$ cat src/rtl/gpio_mux_pkg.sv
package gpio_mux_pkg;

    localparam int PORT_W  = 8;
    localparam int ADDR_W  = 2;

    typedef enum logic [ADDR_W-1:0] {
        REG_DATA = 2'd0,
        REG_DIR  = 2'd1,
        REG_OPT  = 2'd2,
        REG_NONE = 2'd3
    } reg_addr_e;

    // fixed pin assignment of the shared functions
    localparam int PIN_CAP0 = 0;
    localparam int PIN_CAP1 = 1;
    localparam int PIN_RXD  = 2;
    localparam int PIN_TXD  = 3;
    localparam int PIN_MISO = 4;
    localparam int PIN_MOSI = 5;
    localparam int PIN_SCK  = 6;
    localparam int PIN_SS   = 7;

    localparam int OPT_PU_BIT = 0;

    typedef struct packed {
        logic [PORT_W-1:0] oe;
        logic [PORT_W-1:0] dout;
    } port_drive_t;

    typedef struct packed {
        logic en;
        logic master;
        logic miso;
        logic mosi;
        logic sck;
    } spi_side_t;

    typedef struct packed {
        logic en;
        logic txd;
    } sci_side_t;

    // Per-bit readback: pad level for inputs, latch for outputs.
    function automatic logic [PORT_W-1:0] merge_read(
        input logic [PORT_W-1:0] dir,
        input logic [PORT_W-1:0] latch,
        input logic [PORT_W-1:0] pad
    );
        return (dir & latch) | (~dir & pad);
    endfunction

endpackage

$ cat src/rtl/gpio_port_regs.sv
module gpio_port_regs
    import gpio_mux_pkg::*;
#(
    parameter int W  = PORT_W,
    parameter int AW = ADDR_W
) (
    input  logic          clk,
    input  logic          rst,
    input  logic          sel,
    input  logic          wr,
    input  logic [AW-1:0] addr,
    input  logic [W-1:0]  wdata,
    output logic [W-1:0]  dir_q,
    output logic [W-1:0]  latch_q,
    output logic          pu_en_q
);

    logic wr_hit;
    logic data_wr, dir_wr, opt_wr;

    assign wr_hit  = sel && wr;
    assign data_wr = wr_hit && (addr == REG_DATA);
    assign dir_wr  = wr_hit && (addr == REG_DIR);
    assign opt_wr  = wr_hit && (addr == REG_OPT);

    // latch has no reset on purpose
    always_ff @(posedge clk) begin
        if (data_wr)
            latch_q <= wdata;
    end

    always_ff @(posedge clk) begin
        if (rst) begin
            dir_q   <= '0;
            pu_en_q <= 1'b0;
        end else begin
            if (dir_wr)
                dir_q <= wdata;
            if (opt_wr)
                pu_en_q <= wdata[OPT_PU_BIT];
        end
    end

    p_dir_clear_r2: assert property (@(posedge clk)
        rst |=> (dir_q == '0) && !pu_en_q)
        else $error("direction/option not cleared by reset");

    p_latch_load_r3: assert property (@(posedge clk) disable iff (rst)
        (sel && wr && addr == REG_DATA) |=> latch_q == $past(wdata))
        else $error("data latch did not load");

    p_no_wr_no_change_r10: assert property (@(posedge clk) disable iff (rst)
        !(sel && wr) |=> $stable(dir_q) && $stable(pu_en_q))
        else $error("register changed without strobe");

endmodule

$ cat src/rtl/gpio_alt_mux.sv
module gpio_alt_mux
    import gpio_mux_pkg::*;
#(
    parameter int W = PORT_W
) (
    input  logic        clk,
    input  logic        rst,
    input  logic [W-1:0] dir_q,
    input  logic [W-1:0] latch_q,
    input  logic [W-1:0] pad_in,
    input  spi_side_t   spi,
    input  sci_side_t   sci,
    output port_drive_t drv
);

    logic [W-1:0] claim;
    logic [W-1:0] alt_oe;
    logic [W-1:0] alt_out;
    logic         slave_sel;

    assign slave_sel = !pad_in[PIN_SS];

    always_comb begin
        claim   = '0;
        alt_oe  = '0;
        alt_out = '0;
        if (spi.en) begin
            claim[PIN_MISO] = 1'b1;
            claim[PIN_MOSI] = 1'b1;
            claim[PIN_SCK]  = 1'b1;
            claim[PIN_SS]   = 1'b1;
            if (spi.master) begin
                alt_oe[PIN_MOSI]  = 1'b1;
                alt_oe[PIN_SCK]   = 1'b1;
                alt_out[PIN_MOSI] = spi.mosi;
                alt_out[PIN_SCK]  = spi.sck;
            end else begin
                alt_oe[PIN_MISO]  = slave_sel;
                alt_out[PIN_MISO] = spi.miso;
            end
        end
        if (sci.en) begin
            claim[PIN_RXD]   = 1'b1;
            claim[PIN_TXD]   = 1'b1;
            alt_oe[PIN_TXD]  = 1'b1;
            alt_out[PIN_TXD] = sci.txd;
        end
    end

    for (genvar i = 0; i < W; i++) begin : g_pin
        always_comb begin
            if (claim[i]) begin
                drv.oe[i]   = alt_oe[i];
                drv.dout[i] = alt_out[i];
            end else begin
                drv.oe[i]   = dir_q[i];
                drv.dout[i] = latch_q[i];
            end
        end
    end

    p_slave_quiet_r6: assert property (@(posedge clk) disable iff (rst)
        (spi.en && !spi.master && pad_in[PIN_SS]) |-> (drv.oe[PIN_SS:PIN_MISO] == '0))
        else $error("slave drove pins while deselected");

    p_master_dir_r5: assert property (@(posedge clk) disable iff (rst)
        (spi.en && spi.master) |-> drv.oe[PIN_MOSI] && drv.oe[PIN_SCK]
                                   && !drv.oe[PIN_MISO] && !drv.oe[PIN_SS])
        else $error("master pin directions wrong");

    p_sci_dir_r7: assert property (@(posedge clk) disable iff (rst)
        sci.en |-> drv.oe[PIN_TXD] && !drv.oe[PIN_RXD]
                   && (drv.dout[PIN_TXD] == sci.txd))
        else $error("async link pin directions wrong");

endmodule

$ cat src/rtl/gpio_port_readback.sv
module gpio_port_readback
    import gpio_mux_pkg::*;
#(
    parameter int W  = PORT_W,
    parameter int AW = ADDR_W
) (
    input  logic          sel,
    input  logic [AW-1:0] addr,
    input  logic [W-1:0]  dir_q,
    input  logic [W-1:0]  latch_q,
    input  logic          pu_en_q,
    input  logic [W-1:0]  pad_in,
    output logic [W-1:0]  rdata
);

    always_comb begin
        rdata = '0;
        if (sel) begin
            unique case (reg_addr_e'(addr))
                REG_DATA: rdata = merge_read(dir_q, latch_q, pad_in);
                REG_DIR:  rdata = dir_q;
                REG_OPT:  rdata[OPT_PU_BIT] = pu_en_q;
                REG_NONE: rdata = '0;
                default:  rdata = '0;
            endcase
        end
    end

endmodule

$ cat src/rtl/gpio_mux_port.sv
module gpio_mux_port
    import gpio_mux_pkg::*;
(
    input  logic              clk,
    input  logic              rst,
    input  logic              sel,
    input  logic              wr,
    input  logic [ADDR_W-1:0] addr,
    input  logic [PORT_W-1:0] wdata,
    output logic [PORT_W-1:0] rdata,
    input  logic [PORT_W-1:0] pad_in,
    output logic [PORT_W-1:0] pad_out,
    output logic [PORT_W-1:0] pad_oe,
    output logic [PORT_W-1:0] pad_pu,
    input  logic              spi_en,
    input  logic              spi_master,
    input  logic              spi_miso_drv,
    input  logic              spi_mosi_drv,
    input  logic              spi_sck_drv,
    output logic              spi_miso_rcv,
    output logic              spi_mosi_rcv,
    output logic              spi_sck_rcv,
    output logic              spi_ss_rcv,
    input  logic              sci_en,
    input  logic              sci_txd_drv,
    output logic              sci_rxd_rcv,
    output logic [1:0]        cap_rcv
);

    logic [PORT_W-1:0] dir_q;
    logic [PORT_W-1:0] latch_q;
    logic              pu_en_q;
    spi_side_t         spi_s;
    sci_side_t         sci_s;
    port_drive_t       drv;

    assign spi_s = '{en: spi_en, master: spi_master, miso: spi_miso_drv,
                     mosi: spi_mosi_drv, sck: spi_sck_drv};
    assign sci_s = '{en: sci_en, txd: sci_txd_drv};

    gpio_port_regs #(.W(PORT_W), .AW(ADDR_W)) regs_i (
        .clk     (clk),
        .rst     (rst),
        .sel     (sel),
        .wr      (wr),
        .addr    (addr),
        .wdata   (wdata),
        .dir_q   (dir_q),
        .latch_q (latch_q),
        .pu_en_q (pu_en_q)
    );

    gpio_alt_mux #(.W(PORT_W)) mux_i (
        .clk     (clk),
        .rst     (rst),
        .dir_q   (dir_q),
        .latch_q (latch_q),
        .pad_in  (pad_in),
        .spi     (spi_s),
        .sci     (sci_s),
        .drv     (drv)
    );

    gpio_port_readback #(.W(PORT_W), .AW(ADDR_W)) rb_i (
        .sel     (sel),
        .addr    (addr),
        .dir_q   (dir_q),
        .latch_q (latch_q),
        .pu_en_q (pu_en_q),
        .pad_in  (pad_in),
        .rdata   (rdata)
    );

    assign pad_oe  = drv.oe;
    assign pad_out = drv.dout;
    assign pad_pu  = {PORT_W{pu_en_q}} & ~drv.oe;

    assign spi_miso_rcv = pad_in[PIN_MISO];
    assign spi_mosi_rcv = pad_in[PIN_MOSI];
    assign spi_sck_rcv  = pad_in[PIN_SCK];
    assign spi_ss_rcv   = pad_in[PIN_SS];
    assign sci_rxd_rcv  = pad_in[PIN_RXD];
    assign cap_rcv      = {pad_in[PIN_CAP1], pad_in[PIN_CAP0]};

    p_pu_off_after_rst_r9: assert property (@(posedge clk)
        rst |=> pad_pu == '0)
        else $error("pull-ups active after reset");

    p_inputs_after_rst_r2: assert property (@(posedge clk)
        (rst && !spi_en && !sci_en) |=> (!spi_en && !sci_en) |-> pad_oe == '0)
        else $error("pins driven after reset");

endmodule

$ cat config.mk
export PLATFORM = sky130hd
export DESIGN_NAME = gpio_mux_port
export DESIGN_NICKNAME = d
export VERILOG_FILES = /design/src/rtl/gpio_mux_pkg.sv /design/src/rtl/gpio_port_regs.sv /design/src/rtl/gpio_alt_mux.sv /design/src/rtl/gpio_port_readback.sv /design/src/rtl/gpio_mux_port.sv
export SDC_FILE = /design/constraint.sdc
export NUM_CORES = 1
export LEC_CHECK = 0
export BUFFER_PORTS_ARGS = -buffer_cell sky130_fd_sc_hd__buf_2
export CAP_MARGIN = 20
export CORE_MARGIN = 2
export CORE_UTILIZATION = 39
export CTS_CLUSTER_DIAMETER = 120
export DETAILED_ROUTE_END_ITERATION = 16
export PLACE_DENSITY = 0.77
export SYNTH_ARGS = -nofsm -noshare
export SYNTH_HDL_FRONTEND = slang
export SYNTH_SLANG_ARGS = --single-unit
$ cat constraint.sdc
create_clock -name clk -period 1.9 [get_ports clk]
set_input_delay 0.38 -clock clk [delete_from_list [all_inputs] [get_ports clk]]
set_output_delay 0.38 -clock clk [all_outputs]
set_load 0.02 [all_outputs]
# --- Word-level counts from Yosys, hierarchy flattened ---
# Cells that the tools add are included.
totals:
  ramBits: 0
  input_bits: 29
  romBits: 0
  latchBits: 0
  wordCells: 43
  output_inout_bits: 39
  reg_bits: 17
  memories: 0
classes:
  n_reduce_logical: 6
  eq_ne: 3
  n_div: 0
  mul: 0
  muxes: 25
  order_cmp: 0
  n_addsub: 0
  shifts: 0
  bitwise_logic: 6
op_table:
  columns: ["op", "count"]
  rows:
  - ["8-bit bitwise AND", 3]
  - ["1-bit two-way mux", 16]
  - ["8-bit NOT", 2]
  - ["7-bit case mux with 2 select lines", 1]
  - ["8-bit two-way mux", 1]
  - ["8-bit OR", 1]
  - ["2-bit two-way mux", 3]
  - ["3-bit two-way mux", 2]
  - ["2-bit == test (second input constant)", 2]
  - ["1-bit logical AND", 4]
  - ["4-bit two-way mux", 1]
  - ["1-bit case mux with 4 select lines", 1]
  - ["2-bit by 1-bit == test with 1-bit output (second input constant)", 1]
  - ["2-bit zero test", 1]
  - ["1-bit zero test", 1]

# --- Longest topological paths before layout ---
logic_depth:
  depth_word: 6
  mapped_depth: 5
  depth_no_buf: 3

# --- Cells and area by module ---
# From an unflattened synthesis, not the netlist that was laid out.
unflattened:
  hier_cells: 127
  hier_area_um2: 1113.6
by_module_without_submodules:
  columns: ["mod", "area_per_inst_um2", "seq_area_each_um2", "cells_per_inst", "n_inst"]
  rows:
  - ["gpio_port_regs", 659.4, 420.4, 49, 1]
  - ["gpio_port_readback", 182.7, 0.0, 36, 1]
  - ["gpio_alt_mux", 168.9, 0.0, 27, 1]
  - ["gpio_mux_port", 102.6, 0.0, 15, 1]

# --- Worst setup path before layout ---
# OpenSTA, ideal clock, no wires.
synth_timing:
  path_kind: "input to output"
  startpoint: "input port addr[0]"
  endpoint: "output port rdata[5]"
  path_buffers: 2
  stages: 5
  t_required_ns: 1.520
  slack_ns: 0.203
  t_arrival_ns: 1.317
  cell_sequence: "buf_6 -> inv_1 -> buf_4 -> a21oi_1 -> a311oi_1"
synth_between:
  elab_chain_cells: 3
  elab_cells_between_ends: 4
  cone_classes: "1 x eq/ne; 2 x mux; 1 x reduce/logical"
synth_rtl:
  columns: ["element", "line", "rtl"]
  rows:
  - ["start: declaration", "gpio_mux_port.sv:8", "input logic [ADDR_W-1:0] addr,"]
  - ["2-bit by 1-bit == test with 1-bit output / 2-bit zero test (equally long branches)", "gpio_port_readback.sv:19", "unique case (reg_addr_e'(addr))"]
  - ["7-bit case mux with 2 select lines *", "gpio_port_readback.sv:19", null]
  - ["8-bit two-way mux *", "gpio_port_readback.sv:18", "if (sel) begin"]
  - ["end: declaration", "gpio_mux_port.sv:10", "output logic [PORT_W-1:0] rdata,"]
# Mark *: on every way between the ends. The rest lies on a longest branch, timed or not.

# --- Worst setup path after layout ---
layout_timing:
  startpoint: "register regs_i.dir_q[0]"
  endpoint: "output port rdata[0]"
layout_between:
  elab_chain_cells: 5
  elab_cells_between_ends: 6
  cone_classes: "2 x mux; 4 x bitwise"
layout_rtl:
  columns: ["element", "line", "rtl"]
  rows:
  - ["start: declaration", "gpio_port_regs.sv:13", "output logic [W-1:0] dir_q,"]
  - ["start signal: assignment", "gpio_port_regs.sv:38", "dir_q <= wdata;"]
  - ["8-bit NOT", "gpio_mux_pkg.sv:49", "return (dir & latch) | (~dir & pad);"]
  - ["8-bit bitwise AND", "gpio_mux_pkg.sv:49", null]
  - ["8-bit OR", "gpio_mux_pkg.sv:49", null]
  - ["1-bit case mux with 4 select lines *", "gpio_port_readback.sv:19", null]
  - ["8-bit two-way mux *", "gpio_port_readback.sv:18", null]
# Marked as above.

==> impl_summary.log <==
INFO  metric max_freq = approximately 550 MHz
INFO  metric critical_path_required = roughly 1.5 ns
INFO  metric synth_xor_area_frac = 0
INFO  metric critPathCaptureType = output pin
INFO  metric most-common-layout-cells = sky130_fd_sc_hd__buf_2 (66), sky130_fd_sc_hd__nand2_1 (18), sky130_fd_sc_hd__a21oi_1 (15), sky130_fd_sc_hd__nor2_1 (10)
INFO  metric final.period_utilization = 0.949
INFO  metric first_pass_iters = 4
INFO  metric hpwlAfterDp = 2.05 mm
INFO  metric worstPathArrival = 1.42 ns
INFO  metric max-slew-margin-rel = 0.735
INFO  metric total_routing_resource_utilization_after_global_routing = 0.177
INFO  metric fin_skew = 0 ns
INFO  metric layout_commonest_cell = sky130_fd_sc_hd__buf_2
INFO  metric internal-power = between 500 and 600 uW
INFO  metric critPathLaunchType = flop
INFO  metric critical_path.reg2reg.startpoint = regs_i.dir_q[4]$_SDFFE_PP0P_
INFO  metric ys_warn_count = 0
INFO  metric finalSetupViolations = 0
INFO  metric unrepaired_setup_endpoints_after_global_routing = no
INFO  metric final_net_count = 206
INFO  metric globalRoute.totalOverflow = 0
INFO  metric clock_tree.buffer_depth = 2
INFO  metric mappedNetlistArea = roughly 1000 sq um
INFO  metric cap_viol_max_count = 0
INFO  metric worstHoldEndpoint = regs_i.latch_q[3]$_DFFE_PP_
INFO  metric io_buffers = 67
INFO  metric clockRootBuffer = sky130_fd_sc_hd__clkbuf_4
INFO  metric clock_power_share = 0.254
INFO  metric synth_mux_area_frac = 0.0326
INFO  metric hold_buffers = 0
INFO  metric setup.worst_path.start = regs_i.dir_q[0]$_SDFFE_PP0P_
INFO  metric finish.instance_area = 1300 sq um
INFO  metric post_synth_inst_count = 120
INFO  metric gp_routability_congestion = 0.736
INFO  metric share_seq_of_total_power = 0.525
INFO  metric drv_slew = 0
INFO  metric timing.reg2reg.setup_slack = roughly 1.2 ns
INFO  metric net-switching-power = roughly 220 uW
INFO  metric dieArea = about 3000 sq um
INFO  metric fin_tns_setup = 0 ns
INFO  metric period_minus_slack = 1.80 ns
INFO  metric synth_seq_cells = 17
INFO  metric dieWidth = approximately 55 um
INFO  metric grt_start_max_net_pins = 13
INFO  metric switching_share = 0.296
INFO  metric grt_pass1_vias = ~830
INFO  metric dominant_combinational_cell_family_by_area_after_synthesis = simple AND/OR/NAND/NOR gates
INFO  metric timing.hold.worst_path_depth = 1
INFO  metric antenna_found_initial = 0
INFO  metric post_cts_buffers = 0
INFO  metric clk-insertion-delay-late = 0.29 ns
INFO  metric synth_cell_type_count = 25
INFO  metric post_route_cells_drive_above_1_share = 0.443
INFO  metric status = finished clean
INFO  metric vias_per_cell = ~5.1
INFO  metric register_area_share_after_synthesis = 0.422
INFO  metric synth_simple_gate_area_frac = 0.252
INFO  metric h-tree-depth = 1
INFO  metric cts.sinks = 17
INFO  metric wl = 2.64 mm
INFO  metric fraction_of_the_mapped_netlist_area_in_compound_gates = 0.147
INFO  metric timing.setup.critical_path_class = flop to output pin
INFO  metric vdd_ir_drop_max = slightly above 0.4 mV
INFO  metric tritoncts = yes
INFO  metric post_place_cell_area = about 1300 sq um
INFO  metric hold_slack = between 0.2 and 0.3 ns
INFO  metric cts.clk_slew.worst_paths = 0.10 ns
INFO  metric post_drt_wl_per_cell = 12.8 um
INFO  metric crit-reg2reg-capture = regs_i.dir_q[4]$_SDFFE_PP0P_
INFO  metric drt.antenna.violating_nets = 0
INFO  metric syn_nets = ~150
INFO  metric detail_route.iter0.violations = 20
INFO  metric cts_repair_resize_count = 0
INFO  metric hold_path_startpoint = wdata[3]
INFO  metric combPwrFrac = 0.221
INFO  metric post_route_total_power = between 700 and 800 uW
INFO  metric initial_core_util = 0.406
INFO  metric floorplan.die.height = roughly 55 um
INFO  metric cts-buffers-inserted = 3
INFO  metric powerDensity = 584 nW/um^2
INFO  metric timing.critical_path.fanout_max = 5
INFO  metric syn2layout_area_growth = 30.4%
INFO  metric max_slew.worst_pin.slew = around 0.4 ns
INFO  metric avgSynthCellArea = between 8 and 9 sq um
INFO  metric total_leakage_power = about 0.63 nW
INFO  metric grt_pass1_wl = approximately 3.6 mm
INFO  metric synth_fa_ha_area_frac = 0
INFO  metric r2r.worst_path.cells = 2
INFO  metric drcViolationCount = 0
INFO  metric placeableCoreArea = between 2000 and 2500 sq um
INFO  metric io_pins = between 60 and 70
INFO  metric core.rowCount = 18
INFO  metric holdCritPathClass = primary input to flop
INFO  metric hold_violations = 0
INFO  metric routed-via-count = about 1,000
INFO  metric antennaDiodeCount = 0
## worst max-delay path, stage by stage (launching register included)
cell and delay (ns):
sky130_fd_sc_hd__dfxtp_2 0.35, sky130_fd_sc_hd__or3b_1 0.38, sky130_fd_sc_hd__a21oi_2 0.14, sky130_fd_sc_hd__a41o_1 0.12, sky130_fd_sc_hd__buf_4 0.14
## registers in the layout, summed over array words and instances, names as in the netlist
register	flops
regs_i.dir_q	8
regs_i.latch_q	8
regs_i.pu_en_q	1
## synthesized netlist by cell type
library cell	count	area [sq um]
sky130_fd_sc_hd__nand4b_1	2	17.5
sky130_fd_sc_hd__a21oi_1	16	80.1
sky130_fd_sc_hd__edfxtp_1	8	240
sky130_fd_sc_hd__nor2b_1	4	25.0
sky130_fd_sc_hd__nor2_1	10	37.5
sky130_fd_sc_hd__nand3_1	2	10.0
sky130_fd_sc_hd__inv_1	7	26.3
sky130_fd_sc_hd__mux2_2	2	22.5
sky130_fd_sc_hd__nor3b_1	4	30.0
sky130_fd_sc_hd__nand2_1	18	67.6
sky130_fd_sc_hd__nor3_1	5	25.0
sky130_fd_sc_hd__buf_6	1	11.3
sky130_fd_sc_hd__o21ai_0	6	30.0
sky130_fd_sc_hd__and4b_1	1	10.0
sky130_fd_sc_hd__nand2b_1	1	6.26
sky130_fd_sc_hd__mux2i_1	1	10.0
sky130_fd_sc_hd__a311oi_1	3	26.3
sky130_fd_sc_hd__or3b_1	1	8.76
sky130_fd_sc_hd__buf_1	1	3.75
sky130_fd_sc_hd__or2_2	1	6.26
sky130_fd_sc_hd__a41o_1	1	10.0
sky130_fd_sc_hd__nand3b_1	1	7.51
sky130_fd_sc_hd__buf_2	3	15.0
sky130_fd_sc_hd__buf_4	12	90.1
sky130_fd_sc_hd__dfxtp_1	9	180
## metrics by stage
step,cells,worst slack (ns),utilization
after floorplan,120,0.203,-
after global placement,202,0.200,0.515
after detailed placement,202,0.152,0.515
after CTS,206,0.0568,0.527
after global routing,206,0.000222,0.530
final,206,0.0965,0.530
## layer usage
layer / GRT usage / up-vias / share of wire
met2: 0.315 / 49 / 0.50
li1: - / 519 / -
met5: 0 / - / 0
met4: 0.0792 / 0 / 0.0049
met3: 0.0246 / 2 / 0.072
met1: 0.210 / 475 / 0.42
## cells by family after synthesis
family | Yosys count
mux | 3
simple gates | 50
buf+inv | 24
flops | 17
compound gates | 26
## cell type report
type / instances / area [sq um]
Fill cell: 244 / 1150
Multi-Input combinational cell: 79 / 434
Sequential cell: 17 / 422
Timing Repair Buffer: 69 / 353
Tap cell: 30 / 37.5
Inverter: 7 / 26.3
Clock buffer: 3 / 22.5
Clock inverter: 1 / 5.00
## worst max-delay path by stage
stage,endpoint,cells after the start
2_1_floorplan,rdata[5],5
3_3_place_gp,rdata[5],5
3_5_place_dp,rdata[6],5
4_1_cts,rdata[0],4
5_1_grt,rdata[0],4
6_report,rdata[0],4
## power groups by stage
stage	registers [mW]	logic (mW)	clock network, mW
finish	0.399	0.167	0.193
detailed placement	0.407	0.166	0
CTS	0.399	0.167	0.199
global placement	0.407	0.162	0
floorplan	0.405	0.108	0
global route	0.400	0.182	0.218
Note: power is estimated with default switching activity, not from simulation.
